### src/rtl/imm_exec_pkg.sv
package imm_exec_pkg;
   typedef enum logic [5:0] {
      OPC_ADD_IMM = 6'h08,
      OPC_SLT_IMM = 6'h0A,
      OPC_OR_IMM  = 6'h0D,
      OPC_UPPER   = 6'h0F
   } imm_opc_e;

   typedef enum logic [1:0] {
      WIDEN_SIGNED,
      WIDEN_UNSIGNED,
      WIDEN_HIGH
   } widen_e;

   typedef enum logic [2:0] {
      FN_IDLE,
      FN_SUM,
      FN_LESS,
      FN_MERGE,
      FN_PASS
   } exec_fn_e;
endpackage

### src/rtl/imm_field_decode.sv
module imm_field_decode
   import imm_exec_pkg::*;
#(
   parameter int OPC_W = 6,
   parameter int IDX_W = 5,
   parameter int IMM_W = 16,
   localparam int INSTR_W = OPC_W + 2*IDX_W + IMM_W
) (
   input  logic [INSTR_W-1:0] instr,
   output logic [IDX_W-1:0]   rs_f,
   output logic [IDX_W-1:0]   rt_f,
   output logic [IMM_W-1:0]   imm_f,
   output exec_fn_e           fn,
   output widen_e             widen,
   output logic               known
);
   localparam int RT_LO  = IMM_W;
   localparam int RS_LO  = IMM_W + IDX_W;
   localparam int OPC_LO = IMM_W + 2*IDX_W;

   generate
      if (OPC_W != 6) begin : g_bad_opc
         $error("imm_field_decode: opcode width must be 6");
      end
   endgenerate

   logic [OPC_W-1:0] opc;

   assign opc   = instr[INSTR_W-1:OPC_LO];
   assign rs_f  = instr[OPC_LO-1:RS_LO];
   assign rt_f  = instr[RS_LO-1:RT_LO];
   assign imm_f = instr[IMM_W-1:0];

   always_comb begin
      fn    = FN_IDLE;
      widen = WIDEN_SIGNED;
      known = 1'b0;
      unique case (opc)
         OPC_ADD_IMM: begin fn = FN_SUM;   widen = WIDEN_SIGNED;   known = 1'b1; end
         OPC_SLT_IMM: begin fn = FN_LESS;  widen = WIDEN_SIGNED;   known = 1'b1; end
         OPC_OR_IMM:  begin fn = FN_MERGE; widen = WIDEN_UNSIGNED; known = 1'b1; end
         OPC_UPPER:   begin fn = FN_PASS;  widen = WIDEN_HIGH;     known = 1'b1; end
         default:     begin fn = FN_IDLE;  widen = WIDEN_SIGNED;   known = 1'b0; end
      endcase
   end
endmodule

### src/rtl/imm_widener.sv
module imm_widener
   import imm_exec_pkg::*;
#(
   parameter int XLEN  = 32,
   parameter int IMM_W = 16
) (
   input  logic [IMM_W-1:0] imm,
   input  widen_e           widen,
   output logic [XLEN-1:0]  wide
);
   localparam int PAD_W = XLEN - IMM_W;
   localparam int LOW_W = XLEN - IMM_W;

   logic [XLEN-1:0] w_sign, w_zero, w_high;

   generate
      if (XLEN < 2*IMM_W) begin : g_bad_width
         $error("imm_widener: XLEN must hold two constants");
      end
      if (PAD_W > 0) begin : g_pad
         assign w_sign = {{PAD_W{imm[IMM_W-1]}}, imm};
         assign w_zero = {{PAD_W{1'b0}}, imm};
      end else begin : g_nopad
         assign w_sign = imm;
         assign w_zero = imm;
      end
   endgenerate

   assign w_high = {imm, {LOW_W{1'b0}}};

   always_comb begin
      unique case (widen)
         WIDEN_UNSIGNED: wide = w_zero;
         WIDEN_HIGH:     wide = w_high;
         default:        wide = w_sign;
      endcase
   end
endmodule

### src/rtl/imm_alu.sv
module imm_alu
   import imm_exec_pkg::*;
#(
   parameter int XLEN = 32
) (
   input  logic [XLEN-1:0] a,
   input  logic [XLEN-1:0] b,
   input  exec_fn_e        fn,
   output logic [XLEN-1:0] y
);
   logic [XLEN-1:0] sum;
   logic            less;

   assign sum  = a + b;
   assign less = ($signed(a) < $signed(b));

   always_comb begin
      unique case (fn)
         FN_SUM:   y = sum;
         FN_LESS:  y = {{(XLEN-1){1'b0}}, less};
         FN_MERGE: y = a | b;
         FN_PASS:  y = b;
         default:  y = '0;
      endcase
   end
endmodule

### src/rtl/imm_exec_unit.sv
module imm_exec_unit
   import imm_exec_pkg::*;
#(
   parameter int XLEN  = 32,
   parameter int OPC_W = 6,
   parameter int IDX_W = 5,
   parameter int IMM_W = 16,
   localparam int INSTR_W = OPC_W + 2*IDX_W + IMM_W
) (
   input  logic [INSTR_W-1:0] instr,
   input  logic [XLEN-1:0]    src_val,
   output logic [IDX_W-1:0]   src_idx,
   output logic [XLEN-1:0]    result,
   output logic [IDX_W-1:0]   dst_idx,
   output logic               wr_en
);
   exec_fn_e         fn;
   widen_e           widen;
   logic             known;
   logic [IMM_W-1:0] imm_f;
   logic [XLEN-1:0]  imm_wide;

   imm_field_decode #(.OPC_W(OPC_W), .IDX_W(IDX_W), .IMM_W(IMM_W)) u_dec (
      .instr(instr), .rs_f(src_idx), .rt_f(dst_idx), .imm_f(imm_f),
      .fn(fn), .widen(widen), .known(known)
   );

   imm_widener #(.XLEN(XLEN), .IMM_W(IMM_W)) u_wid (
      .imm(imm_f), .widen(widen), .wide(imm_wide)
   );

   imm_alu #(.XLEN(XLEN)) u_alu (
      .a(src_val), .b(imm_wide), .fn(fn), .y(result)
   );

   assign wr_en = known && (dst_idx != '0);
endmodule

### config.mk
export PLATFORM = sky130hd
export DESIGN_NAME = imm_exec_unit
export DESIGN_NICKNAME = d
export VERILOG_FILES = /design/src/rtl/imm_exec_pkg.sv /design/src/rtl/imm_field_decode.sv /design/src/rtl/imm_widener.sv /design/src/rtl/imm_alu.sv /design/src/rtl/imm_exec_unit.sv
export SDC_FILE = /design/constraint.sdc
export NUM_CORES = 1
export LEC_CHECK = 0
export BUFFER_PORTS_ARGS = -buffer_cell sky130_fd_sc_hd__buf_2
export CORE_MARGIN = 3
export CORE_UTILIZATION = 50
export DETAILED_ROUTE_END_ITERATION = 7
export PLACE_DENSITY_LB_ADDON = 0.15
export SLEW_MARGIN = 20
export SYNTH_ARGS = -nofsm -noshare
export SYNTH_HDL_FRONTEND = slang
export SYNTH_SLANG_ARGS = --single-unit
### constraint.sdc
create_clock -name vclk -period 5.6
set_input_delay 0.56 -clock vclk [all_inputs]
set_output_delay 0.56 -clock vclk [all_outputs]
set_load 0.03 [all_outputs]
# Word-level counts from Yosys, hierarchy flattened

Index checks and enable logic that the tools add are counted.

Register bits: 0
Latch bits: 0
RAM bits: 0
Bits in read-only memories: 0
Input bits: 64
Output and inout bits: 43
Word-level logic and storage cells: 21
Memories kept: 0

Add/subtract/negate cells: 1
$mul: 0
Div/mod/pow operators: 0
$lt $le $gt $ge: 1
Equality and inequality tests: 10
Shift-type cells: 0
Muxes and demuxes: 5
Bitwise logic cells: 1
Reductions and logical operators: 3

Operator list:

| operator             | number |
|---|---|
| $pmux W32 S4         | 1 |
| $pmux W32 S2         | 1 |
| $add A32 B32 Y32     | 1 |
| $lt A32 B32 Y1       | 1 |
| $or A32 B32 Y32      | 1 |
| $eq A6 B4 Y1 const B | 4 |
| $pmux W3 S4          | 1 |
| $eq A3 B2 Y1 const B | 2 |
| $reduce_bool A5 Y1   | 1 |
| $pmux W2 S2          | 1 |
| $reduce_or A4 Y1     | 1 |
| $eq A3 B1 Y1 const B | 1 |
| $eq A3 B3 Y1 const B | 1 |
| $eq A2 B1 Y1 const B | 1 |
| $eq A2 B2 Y1 const B | 1 |
| $logic_and A1 B1 Y1  | 1 |
| $mux W1              | 1 |

# Depth between registers and ports, before layout

Word-level depth: 6
Mapped depth: 19
Mapped depth without buffers: 16

# Hierarchy

From an unflattened synthesis, not the netlist that was laid out.

Cells, all modules: 590
Area, all modules: 4,127.7 um^2

Modules (own cells, without submodules):

| module           | times used | cells each | area an instance (um^2) | sequential area each (um^2) |
|---|---|---|---|---|
| imm_alu          | 1          | 507        | 3,520.9                 | 0.0 |
| imm_widener      | 1          | 43         | 321.6                   | 0.0 |
| imm_field_decode | 1          | 38         | 270.3                   | 0.0 |
| imm_exec_unit    | 1          | 2          | 15.0                    | 0.0 |

# Least setup slack after synthesis

No wires, ideal clock.

Path type: input -> output
Start: input instr[27]
End: output result[28]
Arrival: 5.141 ns
Required time: 5.040 ns
Setup slack: -0.101 ns
Stages: 18
Path buffers: 5
Cell sequence: buf_2 > clkbuf_1 > clkbuf_1 > nand4_1 > ha_1 > clkbuf_1 > or2_1 > clkbuf_1 > and2_1 > inv_1 > fa_1 > and2b_1 > o2111ai_1 > a21oi_2 > o211ai_1 > a2111oi_1 > nor3_1 > o31ai_1

Word-level cells in the longest chain between the ends: 6
Elaborated cells between the ends (all ways): 16
Classes of those cells: add/sub: 1; eq/ne: 10; mux: 4; bitwise: 1

Ends and longest elaborated chain:

| element                                                    | line                         | source |
|---|---|---|
| start: declaration                                         | imm_exec_unit.sv:10          | `input logic [INSTR_W-1:0] instr,` |
| $eq A6 B4 Y1                                               | imm_field_decode.sv:38       | `unique case (opc)` |
| $pmux W2 S2                                                | imm_field_decode.sv:38       |  |
| $eq A2 B2 Y1 / $eq A2 B1 Y1 (equally long branches)        | imm_widener.sv:32            | `unique case (widen)` |
| $pmux W32 S2                                               | imm_widener.sv:32            |  |
| $add A32 B32 Y32 / $or A32 B32 Y32 (equally long branches) | imm_alu.sv:14, imm_alu.sv:21 |  |
| $pmux W32 S4 *                                             | imm_alu.sv:18                | `unique case (fn)` |
| end: declaration                                           | imm_exec_unit.sv:13          | `output logic [XLEN-1:0] result,` |

Every way passes the cells marked *; elsewhere a longest branch is shown, timed or not.

# Worst setup path in the final report

Start: input instr[31]
End: output result[27]

The elaborated chain is that of the path after synthesis.

==> flow_results.org <==
** Floorplan
- Die Height :: 97.1 um
- # rows :: 32
- Starting utilization of the core area :: between 50 and 60%
- Core footprint :: 0.00789 sq mm
- Width of the die :: 97.1 um
- DIE AREA :: 0.00943 sq mm
- around 110 I/O pins were placed.

** Placement
- Weighted congestion at the end of routability-driven global placement :: 0.916
- Summed over all nets, the half-perimeter wirelength after detailed placement is 10.7 mm.
- Post-placement cell area :: roughly 0.0047 sq mm
- Number of I/O port buffers :: slightly below 100
- Place WS :: 0.152 ns

** Min path
- For hold timing, the worst endpoint is src_idx[0].
- HP Class :: primary input to output port
- The worst hold path was traced through 0 stages.
- The worst hold path begins at instr[21].

** STA
- The number of hold violations in the final report was 0.
- For the pin with the worst max-slew slack, the measured transition is 1.04 ns.
- Achievable frequency :: 191 MHz
- Final setup slack of the worst path :: between 0.3 and 0.4 ns
- Setup TNS Final :: 0 ns
- Final period util :: 93.5%
- Setup violations remaining at the end of the flow were counted as 0.
- The max-slew violation total from the final report was 0.
- Setup repair after global routing left no endpoint under its margin.
- The tightest hold path in the finished design has a slack of 1.12 ns.
- After layout, the minimum clock period comes to 5.24 ns.
- Worst rel slew slack :: 30.5%

** Drt
- In the routed design, unresolved DRC markers number 0.
- In this run, the number of DRC markers left after iteration 0 of detailed routing was 315.
- Detailed-route wire length :: about 13 mm
- After detailed routing, the met3 layer carries 965 um of wire.
- In the final routing, the length of wire on met1 measures 6.27 mm.
- Drt via density :: 5.91
- Total via count after detailed routing :: 4776
- The detailed router used layers up to and including met4.
- Once detail routing completed, the nets flagged for antenna violations numbered 0.
- Routed wire per std cell :: 16.2 um
- The first TritonRoute pass finished after 5 iterations.
- Wire segments on met2 add up to 5.82 mm in the final route.

** Layout
- Summing all flip-flop and latch instances after layout gives 0 sq um.
- In the final design database the tool counted 869 nets.
- 0 antenna diodes ended up in the layout.
- Syn-to-layout area delta :: 12.9%
- Cells fill 59.4% of the core in the end.
- After routing the design area is between 0.004 and 0.005 sq mm.
- FFs & Latches :: 0
- The post-route netlist has 17.7% of its cells at a drive strength greater than 1.
- The clock buffers instantiated in the layout total 0.

** Global route
- Largest net degree at the start of global routing :: 38
- The via count of the first global-routing pass was roughly 4300.
- The initial antenna violation count was 0.
- The first global-routing pass estimated roughly 21 mm of wire.
- Total congestion overflow :: 0
- In the global route stage, overall resource usage came out at 26.1%.

** Setup path
- The worst setup path is launched from a primary input.
- Data on the critical path arrives at its endpoint at 4.68 ns.
- Cell-by-cell listing of the critical path :: buf_2, nor3b_1, buf_4, nand4_1, ha_1, buf_4, mux2_2, o21ai_0, ha_1, a21oi_2, o21ai_2, a221o_1, a221o_1, a31o_1, o21a_1, o31ai_2, buf_2
- For this run, the slowest stage of the critical path takes between 0.4 and 0.5 ns.
- CP max stage cell :: sky130_fd_sc_hd__mux2_2
- The worst setup path is captured at an output port.
- For the worst setup path, the data required time is 5.04 ns.
- Critical setup path kind :: primary input to output port
- Of all nets on the critical path, the largest fanout is 18.

** Power and ir drop
- The worst-case IR drop observed on VDD is 39.5 uV.
- Dividing total power by cell area gives a power density of 86.7 mW/mm^2.
- Static Leakage :: between 2 and 3 nW

** Synth
- The netlist uses around 60 different library cells.
- Sequential element share of the synthesized area :: 0%
- The Yosys step of the flow raised 0 warnings.
- Mapped Nets :: ~800
- Synthesized area per cell :: 6.51 sq um
- Number of standard cells after synthesis :: 638
- Summing every instance area after synthesis gives just over 0.004 sq mm.

** Status
- Status :: complete, no violations

** CTS
- Buffers inserted to repair hold after CTS numbered 0.

** Flow run
- Max-capacitance violation count :: 0
report_power, final:
| part | internal [W] | total [W] | switching, W |
|---|---|---|---|
| clock network | 0 | 0 | 0 |
| registers | 0 | 0 | 0 |
| logic | 0.000157 | 0.000407 | 0.000249 |
| total | 0.000157 | 0.000407 | 0.000249 |
cells in the final DEF, fill, tap and decap left out, types with 2 or more instances in the layout:
| master | instances |
|---|---|
| sky130_fd_sc_hd__buf_2 | 97 |
| sky130_fd_sc_hd__ha_1 | 96 |
| sky130_fd_sc_hd__inv_1 | 82 |
| sky130_fd_sc_hd__nor2_1 | 73 |
| sky130_fd_sc_hd__a21oi_1 | 69 |
| sky130_fd_sc_hd__o21ai_0 | 40 |
| sky130_fd_sc_hd__nand2_1 | 24 |
| sky130_fd_sc_hd__o22ai_1 | 23 |
| sky130_fd_sc_hd__and2_1 | 18 |
| sky130_fd_sc_hd__xnor2_1 | 15 |
| sky130_fd_sc_hd__nor3_1 | 15 |
| sky130_fd_sc_hd__nand3_1 | 14 |
| sky130_fd_sc_hd__a21o_1 | 13 |
| sky130_fd_sc_hd__o21bai_1 | 13 |
| sky130_fd_sc_hd__nand4_1 | 11 |
| sky130_fd_sc_hd__buf_4 | 10 |
| sky130_fd_sc_hd__a31oi_1 | 7 |
| sky130_fd_sc_hd__nor4_1 | 7 |
| sky130_fd_sc_hd__xor2_1 | 6 |
| sky130_fd_sc_hd__and3_1 | 5 |
| sky130_fd_sc_hd__o31ai_1 | 4 |
| sky130_fd_sc_hd__o21a_1 | 4 |
| sky130_fd_sc_hd__nand2b_1 | 3 |
| sky130_fd_sc_hd__a21oi_2 | 3 |
| sky130_fd_sc_hd__mux2i_1 | 3 |
| sky130_fd_sc_hd__o211ai_1 | 3 |
| sky130_fd_sc_hd__a221o_1 | 3 |
| sky130_fd_sc_hd__nor3b_1 | 2 |
| sky130_fd_sc_hd__mux2_2 | 2 |
| sky130_fd_sc_hd__or2_2 | 2 |
| sky130_fd_sc_hd__o31a_1 | 2 |
| sky130_fd_sc_hd__or3_1 | 2 |
| sky130_fd_sc_hd__a211oi_1 | 2 |
| sky130_fd_sc_hd__a22oi_1 | 2 |
| sky130_fd_sc_hd__o311ai_1 | 2 |
| sky130_fd_sc_hd__a21o_2 | 2 |
| sky130_fd_sc_hd__o31ai_2 | 2 |
| sky130_fd_sc_hd__a21boi_0 | 2 |
| sky130_fd_sc_hd__o21ba_2 | 2 |
worst max-delay path: cells and delay by family:
family | cells | cell delay, ns
AO/OA/AOI/OAI | 8 | 1.86
adder cells (fa/ha/maj) | 2 | 0.74
buffers and inverters | 4 | 0.73
multiplexers | 1 | 0.44
AND/OR/NAND/NOR | 2 | 0.35
routing by layer:
metal | GRT usage [%] | vias to the layer above
met5 | 0 | -
met4 | 0.972 | 0
met3 | 1.44 | 5
met2 | 43.9 | 192
met1 | 38.5 | 2222
li1 | - | 2357
synth_stat cells (3+ instances only):
master | number | area share [%]
sky130_fd_sc_hd__o21ai_0 | 41 | 4.9
sky130_fd_sc_hd__a31oi_1 | 7 | 1.1
sky130_fd_sc_hd__xor2_1 | 6 | 1.3
sky130_fd_sc_hd__nand3_1 | 14 | 1.7
sky130_fd_sc_hd__inv_1 | 82 | 7.4
sky130_fd_sc_hd__nand2b_1 | 3 | 0.45
sky130_fd_sc_hd__a21oi_1 | 69 | 8.3
sky130_fd_sc_hd__nor4_1 | 7 | 1.1
sky130_fd_sc_hd__o21a_1 | 4 | 0.72
sky130_fd_sc_hd__o211ai_1 | 3 | 0.54
sky130_fd_sc_hd__clkbuf_1 | 22 | 2.0
sky130_fd_sc_hd__buf_2 | 7 | 0.84
sky130_fd_sc_hd__ha_1 | 96 | 29
sky130_fd_sc_hd__and3_1 | 5 | 0.75
sky130_fd_sc_hd__a221o_1 | 3 | 0.72
sky130_fd_sc_hd__nor2_1 | 73 | 6.6
sky130_fd_sc_hd__and2_1 | 18 | 2.7
sky130_fd_sc_hd__nor3_1 | 15 | 1.8
sky130_fd_sc_hd__o21bai_1 | 13 | 2.4
sky130_fd_sc_hd__o31ai_1 | 5 | 0.90
sky130_fd_sc_hd__nand2_1 | 24 | 2.2
sky130_fd_sc_hd__a21oi_2 | 3 | 0.63
sky130_fd_sc_hd__a21o_1 | 13 | 2.4
sky130_fd_sc_hd__o22ai_1 | 23 | 3.5
sky130_fd_sc_hd__xnor2_1 | 15 | 3.2
sky130_fd_sc_hd__mux2i_1 | 4 | 0.96
sky130_fd_sc_hd__nand4_1 | 11 | 1.7
sky130_fd_sc_hd__buf_4 | 10 | 1.8
layout make-up:
type	count	area, sq um
Multi-Input combinational cell	516	3690
Fill cell	782	3200
Timing Repair Buffer	107	561
Inverter	83	312
Tap cell	102	128
what timing repair did:
item / in CTS / in global routing
setup buffers: 0 / 0
setup endpoints to repair: 0 / 9
resized for setup: 0 / 7
through the flow:
| step | instances | power, W |
|---|---|---|
| 3_5_place_dp | 808 | 0.000392 |
| 5_1_grt | 808 | 0.000449 |
| 2_1_floorplan | 638 | 0.000295 |
| 6_report | 808 | 0.000407 |
| 3_3_place_gp | 808 | 0.000388 |
| 4_1_cts | 808 | 0.000395 |
logic make-up after synthesis:
| kind of cell | count (synthesis) | synth area share, % |
|---|---|---|
| AO/OA/AOI/OAI | 211 | 31.7 |
| AND/OR/NAND/NOR | 181 | 20.8 |
| buffers and inverters | 122 | 12.1 |
| adder cells (fa/ha/maj) | 97 | 29.4 |
| XOR/XNOR | 21 | 4.43 |
| multiplexers | 6 | 1.51 |
worst max-delay path by stage:
stage	startpoint	endpoint	slack, ns
2_1_floorplan	instr[27]	result[31]	0.01
3_3_place_gp	instr[31]	result[27]	0.30
3_5_place_dp	instr[31]	result[27]	0.15
4_1_cts	instr[31]	result[27]	0.14
5_1_grt	instr[31]	result[28]	0.04
6_report	instr[31]	result[27]	0.36
Power figures use the tool's default switching activity.
